### config.mk
export PLATFORM = sky130hd
export DESIGN_NAME = rx_trunc_fifo
export DESIGN_NICKNAME = d
export VERILOG_FILES = /design/src/rtl/rxf_pkg.sv /design/src/rtl/rxf_wr_ctrl.sv /design/src/rtl/rxf_store.sv /design/src/rtl/rx_trunc_fifo.sv
export SDC_FILE = /design/constraint.sdc
export NUM_CORES = 1
export LEC_CHECK = 0
export BUFFER_PORTS_ARGS = -buffer_cell sky130_fd_sc_hd__buf_2
export CORE_MARGIN = 2
export CORE_UTILIZATION = 50
export DETAILED_ROUTE_END_ITERATION = 7
export GPL_ROUTABILITY_DRIVEN = 0
export PLACE_DENSITY = 0.67
export SLEW_MARGIN = 20
export SYNTH_ARGS = -nofsm -noshare
export SYNTH_HDL_FRONTEND = slang
export SYNTH_SLANG_ARGS = --single-unit
### constraint.sdc
create_clock -name clk -period 11.05 [get_ports clk]
set_input_delay 2.21 -clock clk [delete_from_list [all_inputs] [get_ports clk]]
set_output_delay 2.21 -clock clk [all_outputs]
set_load 0.005 [all_outputs]
### src/rtl/rxf_pkg.sv
package rxf_pkg;
    localparam int BYTE_W = 8;

    typedef struct packed {
        logic [BYTE_W-1:0] data;
        logic              sof;
        logic              eof;
        logic              err;
        logic              trunc;
    } rxf_entry_t;

    typedef enum logic {ST_GAP, ST_FRAME} rxf_state_t;

    function automatic rxf_entry_t close_marker();
        rxf_entry_t m;
        m.data  = '0;
        m.sof   = 1'b0;
        m.eof   = 1'b1;
        m.err   = 1'b1;
        m.trunc = 1'b1;
        return m;
    endfunction
endpackage

### src/rtl/rxf_wr_ctrl.sv
module rxf_wr_ctrl
    import rxf_pkg::*;
#(
    parameter int LVL_W = 5
) (
    input  logic              clk,
    input  logic              rst,
    input  logic              flush,
    input  logic              fatal,
    input  logic [LVL_W-1:0]  level,
    input  logic [LVL_W-1:0]  thr_in,
    input  logic              in_valid,
    input  logic [BYTE_W-1:0] in_data,
    input  logic              in_sof,
    input  logic              in_eof,
    input  logic              in_err,
    output logic              wr_en,
    output rxf_entry_t        wr_entry
);
    rxf_state_t       state, state_nxt;
    logic [LVL_W-1:0] thr_q;
    rxf_entry_t       beat;

    always_comb begin
        beat.data  = in_data;
        beat.sof   = in_sof;
        beat.eof   = in_eof;
        beat.err   = in_err;
        beat.trunc = 1'b0;
    end

    always_comb begin
        wr_en     = 1'b0;
        wr_entry  = '0;
        state_nxt = state;
        if (in_valid && !fatal) begin
            if (state == ST_GAP) begin
                if (in_sof && (level < thr_in)) begin
                    wr_en     = 1'b1;
                    wr_entry  = beat;
                    state_nxt = in_eof ? ST_GAP : ST_FRAME;
                end
            end else if (level >= thr_q) begin
                wr_en     = 1'b1;
                wr_entry  = close_marker();
                state_nxt = ST_GAP;
            end else begin
                wr_en     = 1'b1;
                wr_entry  = beat;
                state_nxt = in_eof ? ST_GAP : ST_FRAME;
            end
        end
    end

    always_ff @(posedge clk) begin
        if (rst) begin
            state <= ST_GAP;
            thr_q <= '0;
        end else if (flush) begin
            state <= ST_GAP;
            thr_q <= thr_in;
        end else begin
            state <= state_nxt;
            if (state != ST_FRAME) thr_q <= thr_in;
        end
    end

    // threshold held for the whole frame
    p_thr_frozen_r9: assert property (@(posedge clk) disable iff (rst)
        (state == ST_FRAME && !flush) |=> (state != ST_FRAME || $stable(thr_q)));

    // nothing written between frames without a start marker
    p_gap_needs_sof_r6: assert property (@(posedge clk) disable iff (rst)
        (state == ST_GAP && wr_en) |-> (in_sof && level < thr_in));
endmodule

### src/rtl/rxf_store.sv
module rxf_store
    import rxf_pkg::*;
#(
    parameter int DEPTH = 16,
    parameter int LVL_W = $clog2(DEPTH + 1),
    parameter int PTR_W = (DEPTH > 1) ? $clog2(DEPTH) : 1
) (
    input  logic             clk,
    input  logic             rst,
    input  logic             flush,
    input  logic             wr_en,
    input  rxf_entry_t       wr_entry,
    input  logic             rd_en,
    output rxf_entry_t       rd_entry,
    output logic [LVL_W-1:0] level,
    output logic             fatal
);
    localparam logic [LVL_W-1:0] FULL_LVL = LVL_W'(DEPTH);
    localparam logic [PTR_W-1:0] LAST_PTR = PTR_W'(DEPTH - 1);

    rxf_entry_t       mem [DEPTH];
    logic [PTR_W-1:0] wr_ptr, rd_ptr;
    logic [LVL_W-1:0] count;
    logic             full, empty, do_wr, do_rd;

    assign full     = (count == FULL_LVL);
    assign empty    = (count == '0);
    assign do_wr    = wr_en && !full;
    assign do_rd    = rd_en && !empty;
    assign rd_entry = mem[rd_ptr];
    assign level    = count;

    always_ff @(posedge clk) begin
        if (do_wr && !rst && !flush) mem[wr_ptr] <= wr_entry;
    end

    always_ff @(posedge clk) begin
        if (rst || flush) begin
            wr_ptr <= '0;
            rd_ptr <= '0;
            count  <= '0;
            fatal  <= 1'b0;
        end else begin
            if (do_wr) wr_ptr <= (wr_ptr == LAST_PTR) ? '0 : wr_ptr + 1'b1;
            if (do_rd) rd_ptr <= (rd_ptr == LAST_PTR) ? '0 : rd_ptr + 1'b1;
            count <= count + LVL_W'(do_wr) - LVL_W'(do_rd);
            if (wr_en && full) fatal <= 1'b1;
        end
    end

    // occupancy never exceeds the depth
    p_count_bound_r1: assert property (@(posedge clk) disable iff (rst)
        count <= FULL_LVL);

    // while the fatal flag is up the level never grows
    p_no_growth_fatal_r7: assert property (@(posedge clk) disable iff (rst)
        fatal |=> count <= $past(count));

    // fatal flag stays until flush
    p_fatal_sticky_r7: assert property (@(posedge clk) disable iff (rst)
        (fatal && !flush) |=> fatal);
endmodule

### src/rtl/rx_trunc_fifo.sv
module rx_trunc_fifo
    import rxf_pkg::*;
#(
    parameter int DEPTH = 16,
    localparam int LVL_W = $clog2(DEPTH + 1)
) (
    input  logic              clk,
    input  logic              rst,
    input  logic              flush,
    input  logic              in_valid,
    input  logic [BYTE_W-1:0] in_data,
    input  logic              in_sof,
    input  logic              in_eof,
    input  logic              in_err,
    input  logic [LVL_W-1:0]  af_thresh,
    input  logic              out_ready,
    output logic              out_valid,
    output logic [BYTE_W-1:0] out_data,
    output logic              out_sof,
    output logic              out_eof,
    output logic              out_err,
    output logic              out_trunc,
    output logic              fatal_ovf,
    output logic [LVL_W-1:0]  level
);
    logic       wr_en;
    rxf_entry_t wr_entry, rd_entry;

    rxf_wr_ctrl #(.LVL_W(LVL_W)) u_ctrl (
        .clk      (clk),
        .rst      (rst),
        .flush    (flush),
        .fatal    (fatal_ovf),
        .level    (level),
        .thr_in   (af_thresh),
        .in_valid (in_valid),
        .in_data  (in_data),
        .in_sof   (in_sof),
        .in_eof   (in_eof),
        .in_err   (in_err),
        .wr_en    (wr_en),
        .wr_entry (wr_entry)
    );

    rxf_store #(.DEPTH(DEPTH), .LVL_W(LVL_W)) u_store (
        .clk      (clk),
        .rst      (rst),
        .flush    (flush),
        .wr_en    (wr_en),
        .wr_entry (wr_entry),
        .rd_en    (out_ready),
        .rd_entry (rd_entry),
        .level    (level),
        .fatal    (fatal_ovf)
    );

    assign out_valid = (level != '0);
    assign out_data  = rd_entry.data;
    assign out_sof   = rd_entry.sof;
    assign out_eof   = rd_entry.eof;
    assign out_err   = rd_entry.err;
    assign out_trunc = rd_entry.trunc;

    // a truncation entry always closes its frame with an error
    p_trunc_closes_r4: assert property (@(posedge clk) disable iff (rst)
        (out_valid && out_trunc) |-> (out_eof && out_err));

    // flush leaves an empty FIFO and a clear fatal flag
    p_flush_empties_r8: assert property (@(posedge clk) disable iff (rst)
        flush |=> (level == '0 && !fatal_ovf));
endmodule

* Word level (Yosys, flattened, before mapping)
Memories as Yosys holds them, arrays and structs flattened. A register that Yosys moved wholly into a read port is not among the register bits.
Cells that the tools add are included.
** Operators by class
- Equal/unequal tests :: 4
- Add/sub/neg operators :: 4
- Magnitude comparators :: 2
- Multiplexer cells :: 19
- Reductions and logical operators :: 16
** Operators with widths (number)
- 12-bit 2-to-1 mux :: 4
- 4-bit 2-to-1 mux :: 4
- 5-bit 2-to-1 mux :: 2
- 1-bit 2-to-1 mux :: 9
- 4-bit by 1-bit adder with 4-bit output, second input constant :: 2
- 4-bit equality test, second input constant :: 2
- 1-bit logical AND :: 7
- 5-bit by 1-bit adder with 5-bit output :: 1
- 5-bit equality test, second input constant :: 1
- 5-bit >= comparator :: 1
- 1-bit zero test :: 5
- 5-bit zero test :: 1
- 5-bit < comparator :: 1
- 5-bit nonzero test :: 1
- 5-bit by 1-bit subtractor with 5-bit output :: 1
- 2-bit != test, second input constant :: 1
- 2-bit OR reduction :: 1
- 1-bit logical OR :: 1
** Storage, ports and cells
- Memories :: 1
- RAM bits :: 192
- Input bits :: 21
- Logic and storage cells :: 52
- Output and inout bits :: 19
- Register bits :: 20
** Memory list
- u_store.mem :: depth 16, bits a word 12, read ports 1, clocked after Yosys merged registers in 1, wr ports 1, line rxf_store.sv:21 : rxf_entry_t mem [DEPTH];

* Logic depth before layout (Yosys ltp)
Gate-level depths: netlist of the first run.
- Depth after elaboration :: 10
- Mapped depth :: 13
- Gate-level depth less buffers :: 12

* Modules after synthesis
Synthesis of the first run repeated with hierarchy kept, for this count alone.
** Second synthesis, totals
- Cell total of the unflattened synthesis :: 496
- Area total of the unflattened synthesis :: 8922.3 µm²
** Modules (own cells, without submodules)
- rxf_store :: cells each 416, area each 8237.9 µm², times used 1, sequential area each 6125.9 µm²
- rxf_wr_ctrl :: cells each 77, area each 671.9 µm², times used 1, sequential area each 120.1 µm²
- rx_trunc_fifo :: cells each 3, area each 12.5 µm², times used 1, sequential area each 0.0 µm²

* Least setup slack after synthesis of the first run
OpenSTA, ideal clock, no wires.
- Path kind :: input-to-reg
- From :: input af_thresh[2]
- To :: memory u_store.mem[0][0] (netlist bit), enable pin
- Buffers on the path :: 0
- Setup slack :: 5.987 ns
- Data arrival time :: 4.646 ns
- Stages :: 7
- Data required time :: 10.633 ns
- Library setup time :: 0.417 ns
- Cells stage by stage :: inv_1 > ha_1 > a21oi_1 > o21ai_1 > a211oi_2 > nand3_2 > nor4b_1
** Between the ends
- Cells in the longest elaborated chain, start to end :: 10
** RTL lines
- start: declaration :: line rx_trunc_fifo.sv:15 : input logic [LVL_W-1:0] af_thresh,
- 5-bit < comparator :: line rxf_wr_ctrl.sv:38 : if (in_sof && (level < thr_in)) begin
- 1-bit logical AND :: line rxf_wr_ctrl.sv:38
- 1-bit 2-to-1 mux :: line rxf_wr_ctrl.sv:38
- 1-bit 2-to-1 mux :: line rxf_wr_ctrl.sv:37 : if (state == ST_GAP) begin
- 1-bit 2-to-1 mux :: line rxf_wr_ctrl.sv:36 : if (in_valid && !fatal) begin
- 1-bit logical AND :: line rxf_store.sv:28 : assign do_wr = wr_en && !full;
- 1-bit logical AND (2 in a row) :: line rxf_store.sv:34 : if (do_wr && !rst && !flush) mem[wr_ptr] <= wr_entry;
- 1-bit 2-to-1 mux :: line rxf_store.sv:34
- 1-bit 2-to-1 mux (implied by the code) :: line rxf_store.sv:34
- end: declaration :: line rxf_store.sv:21
No other way between the ends.

==> results of run 1 <==
## Yosys cell counts, types with 3 or more instances
cell type and count:
a31oi_1 4, nor4_1 3, buf_2 6, dfxtp_1 24, o21ai_0 6, and2_1 16, edfxtp_1 192, ha_1 20
nor2_1 26, clkbuf_1 9, a21oi_1 17, nand3_1 4, nor4b_1 4, mux2i_1 3, mux4_2 59, nand2b_1 4
or3_1 3, inv_1 20, nand2_1 10, nor3_1 4
## per-layer routing
layer | global-route usage, % | wire length (um)
met4 | 8.33 | 633
met5 | 0 | 0
met3 | 2.52 | 943
met2 | 33.5 | 8880
met1 | 28.9 | 7560
## where the power goes
part | switching [mW] | internal (mW)
registers | 0.0352 | 0.907
logic | 0.106 | 0.119
clock network | 0.293 | 0.472
## state kept, by name, indices dropped and copies added, names as in the netlist, named ones only
signal	flops
u_ctrl.state	1
u_store.mem	192
u_store.wr_ptr	4
u_store.fatal	1
u_store.level	5
u_ctrl.thr_q	5
u_store.rd_ptr	4
## metrics by stage
step / cell area [sq um] / hold WS [ns] / utilization [%] / power, mW / cells
after floorplan: 8800 / 0.465 / - / 1.12 / 465
after global placement: 9290 / 0.486 / 53.9 / 1.18 / 718
after detailed placement: 9300 / 0.480 / 53.9 / 1.19 / 718
after CTS: 10100 / 0.497 / 58.3 / 1.95 / 758
after global routing: 10100 / 0.560 / 58.5 / 2.01 / 758
final: 10100 / 0.500 / 58.5 / 1.93 / 758
## critical path, stage by stage, from the launching register on
cell and delay, ns:
dfxtp_4 0.98, mux4_1 0.69, mux4_2 0.48, buf_2 0.14
## worst max path at each step
stage / slack (ns) / endpoint / startpoint
finish: 6.00 / out_sof / register
global route: 5.83 / out_sof / register
CTS: 5.91 / out_sof / register
detailed placement: 5.92 / u_store.mem[2][7] / af_thresh[2]
global placement: 5.92 / u_store.mem[11][6] / af_thresh[2]
floorplan: 5.99 / u_store.mem[0][0] / af_thresh[2]
## logic make-up (layout without fill, tap and decap cells)
group,after synthesis,count (layout),synth area share (%)
buf+inv,39,107,2.09
mux,63,63,15.7
flops,216,216,71.0
simple gates,85,85,5.19
compound gates,37,37,2.56
fa+ha+maj,21,21,3.07
xor+xnor,4,4,0.398
## cell type report
class / count / area, sq um
clock inverter: 15 / 174
inverter: 20 / 75.1
fill: 1250 / 7160
sequential: 216 / 6250
clock buffer: 25 / 583
tap: 225 / 282
multi-input combinational: 210 / 2450
timing repair buffer: 47 / 255
## placed cells by master, fill, tap and decap left out, types with 6 or more instances in the layout
cell type,instances
nand2_1,10
clkbuf_16,23
ha_1,20
nor2_1,26
o21ai_0,6
and2_1,16
edfxtp_1,192
inv_1,20
buf_4,8
a21oi_1,17
buf_2,39
dfxtp_1,21
clkinv_2,7
mux4_2,59
==> results by group, run 1 <==
Drt
  – Final WL: 18000 um
  – Via/cell ratio: 5.99
  – Vias: 4542
  – Routed Antenna Nets: 0
  – Routed len/inst: 23.8 um
  – Initial DRT Pass Iterations: 5
  – DR iter-0 viols: 393
  – Remaining DRCs: 0

Clocking
  – Setup Buffers After CTS: 0
  – Max Buffers Root-to-Sink: 3
  – CTS buffer count: 22
  – CTS tree: built
  – Sink Count: 216
  – Worst-Skew Late Latency: 0.50 ns
  – Post-CTS Hold Buffers: 0
  – Clock slew at reported path FFs: 0.06 ns
  – Resized cells post-CTS: 0
  – CTS Root Cell: clkbuf_16
  – H-Tree Depth: 1

Timing
  – Final min period: 5.05 ns
  – Setup violations, final: 0
  – Worst slew pin tran: 1.05 ns
  – Setup TNS: 0 ns
  – Slew HR: 30.2%
  – Worst setup margin: 6.00 ns
  – Unrepaired setup endpoints after global routing: no
  – Final Slew Violations: 0
  – Fin. Hold Viols: 0
  – Final Cycle Share: 45.7%
  – Skew final: 0.0116 ns
  – F_max: 0.198 GHz

Placed design
  – DPL Wire Length: 10600 um
  – Buffers on Ports: 39
  – Post-place setup slack: 5.92 ns

Logic synthesis
  – Sequential area share after synthesis: 71.0%
  – Async SR Flop Fraction: 0%
  – Synth warn: 0
  – Synthesized cell area: 0.00880 sq mm
  – Mapped Nets: 507
  – Yosys top cell by area: edfxtp_1
  – Largest cells by area after synthesis: edfxtp_1 66%, mux4_2 15%, dfxtp_1 5.5%
  – #FFs+latches synth: 216
  – Synth top area share: 65.5%
  – Synthesized area per cell: 18.9 sq um
  – Gate Count Post-Synth: 465
  – Netlist cell types: 45
  – EDFF count, synth: 192
  – Top_reg_cell synth: edfxtp_1

Global route
  – Largest net degree at the start of global routing: 49
  – GRT Total Usage: 20.7%
  – GRT overflow: 0
  – Initial antenna violation count: 0
  – Number of global-route vias before repair: 4754
  – First-pass GRT wire length: 28100 um

Hold path
  – Hold crit path type: reg2reg
  – Hold path depth: 2
  – Hold path start: u_store.fatal
  – WHS Endpoint: u_store.fatal

Worst setup path
  – R2R depth: 7
  – Worst path arrival time: 2.84 ns
  – RR Endpoint: u_store.mem[2][8]
  – Critical path required time: 8.84 ns
  – Crit Path Max Fanout: 48
  – Crit path capture type: primary output
  – RR Startpoint: u_store.level[4]
  – Flop2flop setup slack: 7.72 ns
  – Crit Path Category: reg2out
  – Startpoint types: register

Run
  – Max Cap Viol: 0

Layout
  – Total Nets Final: 559
  – Layout area overhead: 14.5%
  – Share of cells above drive strength 1: 30.0%
  – Antenna Cells: 0

Floorplan
  – I/O pin count: 40
  – Row count: 48
  – Initial core utilization: 51.1%
  – Area of the core: 0.0172 sq mm
  – Die span in y: 137 um
  – Die footprint: 0.0187 sq mm
  – Die Width: 137 um

Power
  – Pwr dens: 192 mW/mm^2
  – Worst vdd ir: 0.125 mV
  – Pleak: 3.35 nW

Run status
  – Status: complete, no violations
Note: power is estimated with default switching activity, not from simulation.
==> run 2: changes to the inputs <==
ABC_AREA = 1   (was unset)
PLACE_DENSITY = 0.69   (was 0.67)
clock period = 4.3 ns   (was 11.05 ns; I/O delays follow)
==> results by group, run 2 <==
Layout
  – Multi-input logic area: 0.00249 sq mm (+1.5%)
  – Final core occ: 57.1% (-1.4 points)
  – Share of cells above drive strength 1: 14.8% (-15 points)
  – Most frequent cells in the layout: 192 x edfxtp_1, 127 x nor2_1, 95 x o21ai_0
  – Biggest register: u_store.mem
  – Layout area overhead: 12.4%
  – Fillers: 1499 (+20%)
  – Final instance area: 0.0102 sq mm (+1.4%)
  – Most common cell after layout, fill and taps aside: edfxtp_1
  – Register Area: 0.00625 sq mm (about the same)
  – Max FFs per register: 192 (unchanged)
  – Antenna Cells: 0 (unchanged)
  – Total Nets Final: 827 (+48%)

Drt
  – Remaining DRCs: 0 (unchanged)
  – Vias: 6189 (+36%)
  – Routed len/inst: 21.6 um (-9.0%)
  – Final WL: 22200 um (+23%)
  – Via/cell ratio: 6.03 (+0.57%)
  – DR iter-0 viols: 717 (+82%)
  – Initial DRT Pass Iterations: 5 (unchanged)
  – Routed Antenna Nets: 0 (unchanged)

Logic synthesis
  – Netlist cell types: 41 (-8.9%)
  – Gate Count Post-Synth: 743 (+60%)
  – #FFs+latches synth: 216 (unchanged)
  – Synthesized area per cell: 12.2 sq um (-35%)
  – Yosys top cell by area: edfxtp_1
  – Mapped Nets: 785 (+55%)
  – Sequential area share after synthesis: 68.7% (-2.2 points)
  – Synthesized cell area: 0.00909 sq mm (+3.3%)
  – Synth top area share: 63.4% (-2.1 points)
  – Most common cell in the netlist: edfxtp_1
  – Synth warn: 0 (unchanged)
  – Largest cells by area after synthesis: edfxtp_1 63%, dfxtp_1 5.3%, nor2_1 5.2%
  – Async SR Flop Fraction: 0% (unchanged)
  – EDFF count, synth: 192 (unchanged)
  – Post-synth top cells: 192 x edfxtp_1, 127 x nor2_1, 95 x o21ai_0
  – Top_reg_cell synth: edfxtp_1

Worst setup path
  – RR Startpoint: u_store.level[1]
  – Critical path required time: 3.44 ns (-5.40 ns)
  – R2R depth: 10 (+3)
  – Peak per-stage delay on the critical path: 0.71 ns (-0.27 ns)
  – Slowest-stage cell, CP: inv_4
  – RR Endpoint: u_store.mem[12][7]
  – Crit Path Category: reg2out
  – Crit path capture type: primary output
  – Worst path arrival time: 2.52 ns (-0.32 ns)
  – Crit Path Max Fanout: 96 (+100%)
  – Flop2flop setup slack: 1.47 ns (-6.25 ns)
  – Cell Chain, Critical Path: inv_4 > o21ai_0 > o221ai_1 > o211ai_1 > nand2_1 > buf_2
  – Startpoint types: register

Clocking
  – Clock slew at reported path FFs: 0.06 ns (about the same)
  – Sink Count: 216 (unchanged)
  – H-Tree Depth: 1 (unchanged)
  – CTS buffer count: 22 (unchanged)
  – CTS tree: built
  – CTS Root Cell: clkbuf_16
  – Worst-Skew Late Latency: 0.49 ns (about the same)
  – Resized cells post-CTS: 0 (unchanged)
  – Setup Buffers After CTS: 0 (unchanged)
  – Post-CTS Hold Buffers: 0 (unchanged)
  – Max Buffers Root-to-Sink: 3 (unchanged)

Run
  – Max Cap Viol: 0 (unchanged)

Timing
  – Setup TNS: 0 ns (unchanged)
  – Setup violations, final: 0 (unchanged)
  – Fin. Hold Viols: 0 (unchanged)
  – Unrepaired setup endpoints after global routing: no
  – F_max: 0.296 GHz
  – Final min period: 3.38 ns
  – Slew HR: 34.3% (+4.2 points)
  – Final Slew Violations: 0 (unchanged)
  – Skew final: 0.00783 ns (-0.00377 ns)
  – Final Cycle Share: 78.7%
  – Worst slew pin tran: 0.985 ns (-0.0604 ns)

Placed design
  – Buffers on Ports: 39 (unchanged)
  – DPL Wire Length: 12800 um (+21%)
  – DP Area: 0.00955 sq mm (+2.7%)

Floorplan
  – Row count: 49 (+2.1%)
  – Initial core utilization: 50.8% (-0.30 points)
  – Die footprint: 0.0193 sq mm (+3.2%)
  – Die Width: 139 um (+1.6%)
  – Die span in y: 139 um (+1.6%)
  – I/O pin count: 40 (unchanged)
  – Area of the core: 0.0179 sq mm (+3.9%)

Global route
  – Largest net degree at the start of global routing: 97 (+98%)
  – GRT Total Usage: 22.9% (+2.3 points)
  – First-pass GRT wire length: 34500 um (+23%)
  – Initial antenna violation count: 0 (unchanged)
  – Number of global-route vias before repair: 6128 (+29%)
  – GRT overflow: 0 (unchanged)

Power
  – Total power: 5.09 mW (+160%)
  – Pwr dens: 498 mW/mm^2 (+160%)
  – Worst vdd ir: 0.325 mV (+160%)
  – Pleak: 3.62 nW (+8.1%)

Run status
  – Status: complete, no violations

Hold path
  – Hold path depth: 2 (unchanged)
  – Hold path start: u_ctrl.thr_q[0]
  – WHS Endpoint: u_ctrl.thr_q[0]
  – Hold crit path type: reg2reg
==> run 2: layout make-up <==
cell class                      instances  share of cell area [%]
Tap cell                              229                    2.81
Multi-Input combinational cell        439                    24.4
Clock inverter                          3                   0.123
Sequential cell                       216                    61.2
Clock buffer                           34                    6.33
Timing Repair Buffer                   60                    3.45
Inverter                               46                    1.72
==> run 2: cells by family after synthesis <==
logic type / after synthesis / share of synthesized area, %
fa+ha+maj: 21 / 2.97
simple gates: 232 / 10.8
xor+xnor: 4 / 0.386
buf+inv: 88 / 4.78
compound gates: 182 / 12.3
flops: 216 / 68.7
==> run 2: through the flow <==
step | hold slack (ns) | setup slack [ns] | std cells
finish | 0.469 | 0.917 | 1027
global route | 0.504 | 0.702 | 1027
CTS | 0.472 | 0.935 | 1027
detailed placement | 0.462 | 0.864 | 990
global placement | 0.464 | 1.00 | 990
floorplan | 0.441 | 1.24 | 743
==> run 2: critical path: cells and delay by family, from the launching register on <==
| kind | cells | cell delay [ns] |
|---|---|---|
| buffers and inverters | 2 | 0.82 |
| AOI/OAI and AO/OA | 3 | 0.63 |
| and+or+nand+nor | 1 | 0.11 |
| DFF | 1 | 0.41 |
==> run 2: report_power, final <==
group | total [mW] | switching, mW | internal [mW]
sequential | 2.40 | 0.0471 | 2.35
combinational | 0.939 | 0.625 | 0.314
clock | 1.75 | 0.727 | 1.03
==> run 2: worst max-delay path by stage <==
| stage | endpoint |
|---|---|
| 2_1_floorplan | u_store.mem[12][0] |
| 3_3_place_gp | u_store.mem[7][4] |
| 3_5_place_dp | u_store.mem[13][2] |
| 4_1_cts | out_data[0] |
| 5_1_grt | out_sof |
| 6_report | out_data[0] |
==> run 2: per-layer routing <==
layer | up-vias | routed length [um] | track usage (%)
met3 | 41 | 1750 | 3.94
met2 | 291 | 10700 | 36.8
met5 | - | 0 | 0
li1 | 2797 | - | -
met4 | 0 | 510 | 7.12
met1 | 3060 | 9250 | 32.5
